$ cat config.mk
export PLATFORM = sky130hd
export DESIGN_NAME = dlist_seq
export DESIGN_NICKNAME = d
export VERILOG_FILES = /design/src/rtl/dls_pkg.sv /design/src/rtl/dls_sync.sv /design/src/rtl/dls_decode.sv /design/src/rtl/dls_strobe.sv /design/src/rtl/dlist_seq.sv
export SDC_FILE = /design/constraint.sdc
export NUM_CORES = 1
export LEC_CHECK = 0
export BUFFER_PORTS_ARGS = -buffer_cell sky130_fd_sc_hd__buf_4
export CELL_PAD_IN_SITES_DETAIL_PLACEMENT = 0
export CELL_PAD_IN_SITES_GLOBAL_PLACEMENT = 1
export CORE_MARGIN = 4
export CORE_UTILIZATION = 40
export CTS_BUF_LIST = sky130_fd_sc_hd__clkbuf_4 sky130_fd_sc_hd__clkbuf_8
export CTS_CLUSTER_SIZE = 40
export DETAILED_ROUTE_END_ITERATION = 10
export PLACE_DENSITY_LB_ADDON = 0.3
export REMOVE_ABC_BUFFERS = 1
export SYNTH_ARGS = -nofsm -noshare
export SYNTH_HDL_FRONTEND = slang
export SYNTH_SLANG_ARGS = --single-unit
$ cat constraint.sdc
create_clock -name clk -period 2 [get_ports clk]
set_input_delay 0.3 -clock clk [delete_from_list [all_inputs] [get_ports clk]]
set_output_delay 0.3 -clock clk [all_outputs]
set_load 0.05 [all_outputs]
$ cat src/rtl/dls_pkg.sv
package dls_pkg;

    localparam int WORD_W = 12;
    localparam int ADDR_W = 12;
    localparam int PAGE_W = 4;
    localparam int OFS_W  = ADDR_W - PAGE_W;
    localparam int SEL_W  = 3;
    localparam int CTRL_W = 7;
    localparam int PAY_W  = WORD_W - 1;
    localparam int MAX_GEN = 1 << SEL_W;

    // field positions (LSB numbering, word bit 11 is the first bit)
    localparam int B_INSTR = WORD_W - 1;
    localparam int B_JUMP  = WORD_W - 2;
    localparam int B_INDIR = WORD_W - 3;
    localparam int B_KEEP  = WORD_W - 4;

    typedef enum logic [1:0] {
        K_DATA  = 2'd0,
        K_CHAN  = 2'd1,
        K_DJUMP = 2'd2,
        K_IJUMP = 2'd3
    } kind_e;

    typedef struct packed {
        kind_e              kind;
        logic               keep_page;
        logic [OFS_W-1:0]   ofs;
        logic [SEL_W-1:0]   sel;
        logic [CTRL_W-1:0]  ctrl;
        logic [PAY_W-1:0]   payload;
    } word_t;

    typedef enum logic [1:0] {
        S_IDLE   = 2'd0,
        S_WAIT   = 2'd1,
        S_DECODE = 2'd2,
        S_STALL  = 2'd3
    } state_e;

    function automatic word_t split_word(input logic [WORD_W-1:0] w);
        word_t r;
        if (!w[B_INSTR])     r.kind = K_DATA;
        else if (!w[B_JUMP]) r.kind = K_CHAN;
        else if (!w[B_INDIR]) r.kind = K_DJUMP;
        else                 r.kind = K_IJUMP;
        r.keep_page = w[B_KEEP];
        r.ofs       = w[OFS_W-1:0];
        r.sel       = w[CTRL_W+SEL_W-1:CTRL_W];
        r.ctrl      = w[CTRL_W-1:0];
        r.payload   = w[PAY_W-1:0];
        return r;
    endfunction

    function automatic logic [ADDR_W-1:0] direct_target(
        input logic [ADDR_W-1:0] cur,
        input logic              keep,
        input logic [OFS_W-1:0]  ofs);
        logic [PAGE_W-1:0] page;
        page = keep ? cur[ADDR_W-1:OFS_W] : '0;
        return {page, ofs};
    endfunction

endpackage

$ cat src/rtl/dls_sync.sv
module dls_sync #(
    parameter int W      = 4,
    parameter int STAGES = 2
) (
    input  logic         clk,
    input  logic         rst,
    input  logic [W-1:0] d_async,
    output logic [W-1:0] q_sync
);
    logic [W-1:0] chain [STAGES];

    generate
        for (genvar s = 0; s < STAGES; s++) begin : g_stage
            if (s == 0) begin : g_first
                always_ff @(posedge clk) begin
                    if (rst) chain[0] <= '0;
                    else     chain[0] <= d_async;
                end
            end else begin : g_next
                always_ff @(posedge clk) begin
                    if (rst) chain[s] <= '0;
                    else     chain[s] <= chain[s-1];
                end
            end
        end
    endgenerate

    assign q_sync = chain[STAGES-1];
endmodule

$ cat src/rtl/dls_decode.sv
module dls_decode
    import dls_pkg::*;
(
    input  logic [WORD_W-1:0] word,
    output word_t             fields
);
    always_comb fields = split_word(word);
endmodule

$ cat src/rtl/dls_strobe.sv
module dls_strobe
    import dls_pkg::*;
#(
    parameter int NGEN = 4
) (
    input  logic             clk,
    input  logic             rst,
    input  logic             fire,
    input  logic [SEL_W-1:0] sel,
    output logic [NGEN-1:0]  strobe
);
    generate
        for (genvar g = 0; g < NGEN; g++) begin : g_line
            always_ff @(posedge clk) begin
                if (rst) strobe[g] <= 1'b0;
                else     strobe[g] <= fire && (int'(sel) == g);
            end
        end
    endgenerate
endmodule

$ cat src/rtl/dlist_seq.sv
module dlist_seq
    import dls_pkg::*;
#(
    parameter int NGEN        = 4,
    parameter int SYNC_STAGES = 2
) (
    input  logic              clk,
    input  logic              rst,
    input  logic              go,
    input  logic              halt,
    output logic              mem_start,
    output logic [ADDR_W-1:0] mem_addr,
    input  logic              mem_done,
    input  logic [WORD_W-1:0] mem_rdata,
    input  logic [NGEN-1:0]   gen_idle,
    output logic [NGEN-1:0]   gen_strobe,
    output logic [PAY_W-1:0]  gen_data,
    output logic [CTRL_W-1:0] gen_ctrl
);
    state_e             state;
    logic [ADDR_W-1:0]  dar;
    logic [WORD_W-1:0]  dbr;
    logic [SEL_W-1:0]   mode;
    logic [CTRL_W-1:0]  ctrl_q;
    logic               ptr_pending;

    logic [NGEN-1:0]    idle_s;
    logic [MAX_GEN-1:0] idle_ext;
    logic               mode_valid;
    logic               gen_ready;
    word_t              dw;
    logic               is_data;
    logic               fire;

    dls_sync #(.W(NGEN), .STAGES(SYNC_STAGES)) i_sync (
        .clk     (clk),
        .rst     (rst),
        .d_async (gen_idle),
        .q_sync  (idle_s)
    );

    dls_decode i_decode (
        .word   (dbr),
        .fields (dw)
    );

    always_comb begin
        idle_ext = '0;
        idle_ext[NGEN-1:0] = idle_s;
    end

    assign mode_valid = int'(mode) < NGEN;
    assign gen_ready  = idle_ext[mode];
    assign is_data    = (state == S_DECODE) && !ptr_pending && (dw.kind == K_DATA);
    assign fire       = !rst && !halt && mode_valid && gen_ready &&
                        (is_data || (state == S_STALL));

    dls_strobe #(.NGEN(NGEN)) i_strobe (
        .clk    (clk),
        .rst    (rst || halt),
        .fire   (fire),
        .sel    (mode),
        .strobe (gen_strobe)
    );

    always_ff @(posedge clk) begin
        if (rst || halt) begin
            state       <= S_IDLE;
            dar         <= '0;
            dbr         <= '0;
            mode        <= '0;
            ctrl_q      <= '0;
            ptr_pending <= 1'b0;
            mem_start   <= 1'b0;
        end else begin
            mem_start <= 1'b0;
            case (state)
                S_IDLE: begin
                    if (go) begin
                        dar         <= '0;
                        dbr         <= '0;
                        mode        <= '0;
                        ctrl_q      <= '0;
                        ptr_pending <= 1'b0;
                        mem_start   <= 1'b1;
                        state       <= S_WAIT;
                    end
                end
                S_WAIT: begin
                    if (mem_done) begin
                        dbr   <= mem_rdata;
                        state <= S_DECODE;
                    end
                end
                S_DECODE: begin
                    if (ptr_pending) begin
                        dar         <= dbr;
                        ptr_pending <= 1'b0;
                        mem_start   <= 1'b1;
                        state       <= S_WAIT;
                    end else begin
                        case (dw.kind)
                            K_DATA: begin
                                dar <= dar + 1'b1;
                                if (!mode_valid || gen_ready) begin
                                    mem_start <= 1'b1;
                                    state     <= S_WAIT;
                                end else begin
                                    state <= S_STALL;
                                end
                            end
                            K_CHAN: begin
                                mode      <= dw.sel;
                                ctrl_q    <= dw.ctrl;
                                dar       <= dar + 1'b1;
                                mem_start <= 1'b1;
                                state     <= S_WAIT;
                            end
                            K_DJUMP: begin
                                dar       <= direct_target(dar, dw.keep_page, dw.ofs);
                                mem_start <= 1'b1;
                                state     <= S_WAIT;
                            end
                            default: begin
                                dar         <= dar + 1'b1;
                                ptr_pending <= 1'b1;
                                mem_start   <= 1'b1;
                                state       <= S_WAIT;
                            end
                        endcase
                    end
                end
                S_STALL: begin
                    if (gen_ready) begin
                        mem_start <= 1'b1;
                        state     <= S_WAIT;
                    end
                end
                default: state <= S_IDLE;
            endcase
        end
    end

    assign mem_addr = dar;
    assign gen_data = dbr[PAY_W-1:0];
    assign gen_ctrl = ctrl_q;

endmodule

==> metrics.yaml <==
outcome:
  status: "completed"
sta:
  relSlewSlack_pct: 67.5
  worst_pin_slew_ps: 485
  finalHoldViolations: 0
  rsz0062_at_grt: "false"
  post-route-worst-setup-slack_ps: 202
  fin_crit_sh_pct: 89.9
  fin_worst_skew_ps: 8.39
  max_freq_mhz: 556
  slew_violations: 0
  finalSetupViolCount: 0
  min_period_ps: 1800
  holdWs_ps: 207
setup_path:
  crit_type: "reg -> reg"
  critPathCaptureType: "flop"
  path_cells: "inv_1, ha_1, nand2b_1, o21ai_0, o21bai_1, buf_4, a22oi_1, nor2_1"
  worstSetupStartpointType: "flop"
  slowest_stage: "dfxtp_1"
  critical_path_required_ps: 2180
  cpPeakStageDelay_ps: 410
  crit_arrival_ps: 1980
  path_max_fanout: 12
yosys:
  ys_ff_latch: 50
  syn-mean-instance-area_um2: 8.68
  ys_warn_count: 0
  ys_types: 39
  synth_cells: 259
  netlist_area_mm2: 0.00225
  seq_area_frac_synth_pct: 44.5
die:
  initial_core_util_pct: 41.1
  chipHeight_um: 83.0
  core_region_area_mm2: 0.00547
  ios: 56
  core.rowCount: 27
  fp.dieW_um: 83.0
  die_area_mm2: 0.00688
layout:
  nets: 334
  diodes: 0
  multi_input_area_mm2: 0.00108
  drive_above_1_share_pct: 24.8
  seq_area_mm2: 0.00100
  final_cell_area_mm2: 0.00277
  fill_cells: 553
  area_growth_pct: 23.1
route:
  routed_wl_um: 5540
  drcViolationCount: 0
  route.vias.total: 1983
  avgRoutedWirePerCell_um: 14.6
  vias_per_cell: 5.23
  first_pass_iters: 4
  drtIter0Drc: 106
  ant_nets: 0
clock_network:
  hold_buffers: 0
  cts_setup_buffers: 0
  clock_latency_ps: 300
  clkTransAtPathRegs_ps: 80
  cts_resized: 0
  cts_max_level: 2
  cts_sinks: 50
  cts_made_buffers: 5
  cts_tree: "done"
  cts_buffer_depth: 2
  cts_root_buffer: "clkbuf_8"
flow_run:
  drv_cap: 0
power:
  power_leakage_nw: 1.08
  ir_worst_vdd_uv: 342
  p_per_area_mw_per_mm2: 631
place:
  place.gp.congestion: 0.793
  place_hpwl_um: 4070
  port_buffers: 55
  pre_cts_ws_ps: 226
  placed_area_mm2: 0.00268
grt:
  antenna_found_initial: 0
  grtUsageTotal_pct: 16.3
  grt_max_degree: 21
  grt_pass1_wl_um: 9200
  grt_pass1_vias: 1842
  grt.overflow.total: 0
min_path:
  hold_class: "in -> reg"
power breakdown:
part | internal [W] | switching, W
logic | 0.0000642 | 0.0000879
clock network | 0.000254 | 0.000322
registers | 0.00101 | 0.00000967
synth_stat cells:
master | n | area share (%)
nand3_1 | 7 | 1.6
clkbuf_1 | 6 | 1.0
nand2b_1 | 4 | 1.1
o32ai_1 | 1 | 0.39
nor2b_1 | 9 | 2.5
a211oi_1 | 2 | 0.67
o22ai_1 | 3 | 0.83
mux2i_1 | 5 | 2.2
dfxtp_1 | 50 | 45
nor3b_1 | 1 | 0.33
ha_1 | 6 | 3.3
or2_2 | 2 | 0.56
xnor2_1 | 1 | 0.39
a31oi_1 | 1 | 0.28
o21a_1 | 2 | 0.67
buf_2 | 6 | 1.3
o21ai_0 | 10 | 2.2
a2bb2oi_1 | 3 | 1.2
a22oi_1 | 23 | 7.7
nor2_1 | 37 | 6.2
nor3_1 | 14 | 3.1
o21bai_1 | 1 | 0.33
a21o_1 | 1 | 0.33
nand2_1 | 10 | 1.7
and2_1 | 1 | 0.28
nor2_2 | 1 | 0.28
inv_1 | 8 | 1.3
nand4_1 | 1 | 0.28
xor2_1 | 2 | 0.78
or3b_1 | 1 | 0.39
buf_4 | 11 | 3.7
a21oi_1 | 16 | 3.6
nor4_1 | 4 | 1.1
mux4_2 | 1 | 1.0
and3b_1 | 1 | 0.39
a32oi_1 | 3 | 1.2
or2_1 | 1 | 0.28
or3b_2 | 1 | 0.39
o211ai_1 | 2 | 0.67
metal layers:
metal / wire length (um) / part of all wire [%] / track usage [%]
met1: 2710 / 49 / 22.4
met2: 2480 / 45 / 25.3
met3: 282 / 5.1 / 4.17
met4: 66 / 1.2 / 4.46
met5: 0 / 0 / 0
state kept, by name, summed over array words and instances (netlist names):
signal	count
dbr	12
mem_addr	12
i_sync.chain	8
gen_ctrl	7
i_strobe.strobe	4
mode	3
state	2
mem_start	1
ptr_pending	1
area by class of cell:
cell class	instances	area share, %
well taps	72	3.25
flip-flops and latches	50	36.2
repair buffers	64	17.4
inverters	8	1.08
clock buffers	6	2.76
clock inverters	1	0.271
multi-input cells	178	39.1
metrics by stage:
stage,power (W),utilization (%),TNS (ps),cells
2_1_floorplan,0.00112,-,-66.8,236
3_5_place_dp,0.00119,49.0,0,372
4_1_cts,0.00176,50.6,0,379
6_report,0.00175,50.6,0,379
5_1_grt,0.00181,50.6,0,379
3_3_place_gp,0.00119,49.0,0,372
final timing paths:
path                       from                 end  slack (ps)  cells past startpoint
max                    state[0]              dbr[5]         200                      8
min                 gen_idle[3]  i_sync.chain[0][3]         210                      2
max reg2reg            state[0]              dbr[5]         200                      8
min reg2reg  i_sync.chain[0][1]  i_sync.chain[1][1]         440                      1
kinds of logic after synthesis:
kind of cell               Yosys count  share of synthesized area [%]
muxes                                6                           3.23
adders and majority gates            6                           3.34
buffers and inverters               31                           7.35
DFF                                 50                           44.5
AOI/OAI and AO/OA                   68                           20.0
and+or+nand+nor                     95                           20.4
xor gates and xnor gates             3                           1.17
worst max-delay path, delay by kind of cell, from the launching register on:
family          cells  cell delay [ps]
buf+inv             2              280
fa+ha+maj           1              270
simple gates        2              180
flops               1              410
compound gates      3              530
layout by cell type (no fill, tap or decap), drive strengths merged, types with 3 or more instances in the layout:
cell / Yosys / layout
o21ai: 10 / 10
nand3: 7 / 7
o22ai: 3 / 3
mux2i: 5 / 5
nand2: 10 / 10
a2bb2oi: 3 / 3
nand2b: 4 / 4
nor3: 14 / 14
nor2b: 9 / 9
buf: 17 / 64
nor4: 4 / 4
dfxtp: 50 / 50
a32oi: 3 / 3
clkbuf: 6 / 6
nor2: 38 / 38
a21oi: 16 / 16
ha: 6 / 6
a22oi: 23 / 23
inv: 8 / 8
or2: 3 / 3
Note: power is estimated with default switching activity, not from simulation.
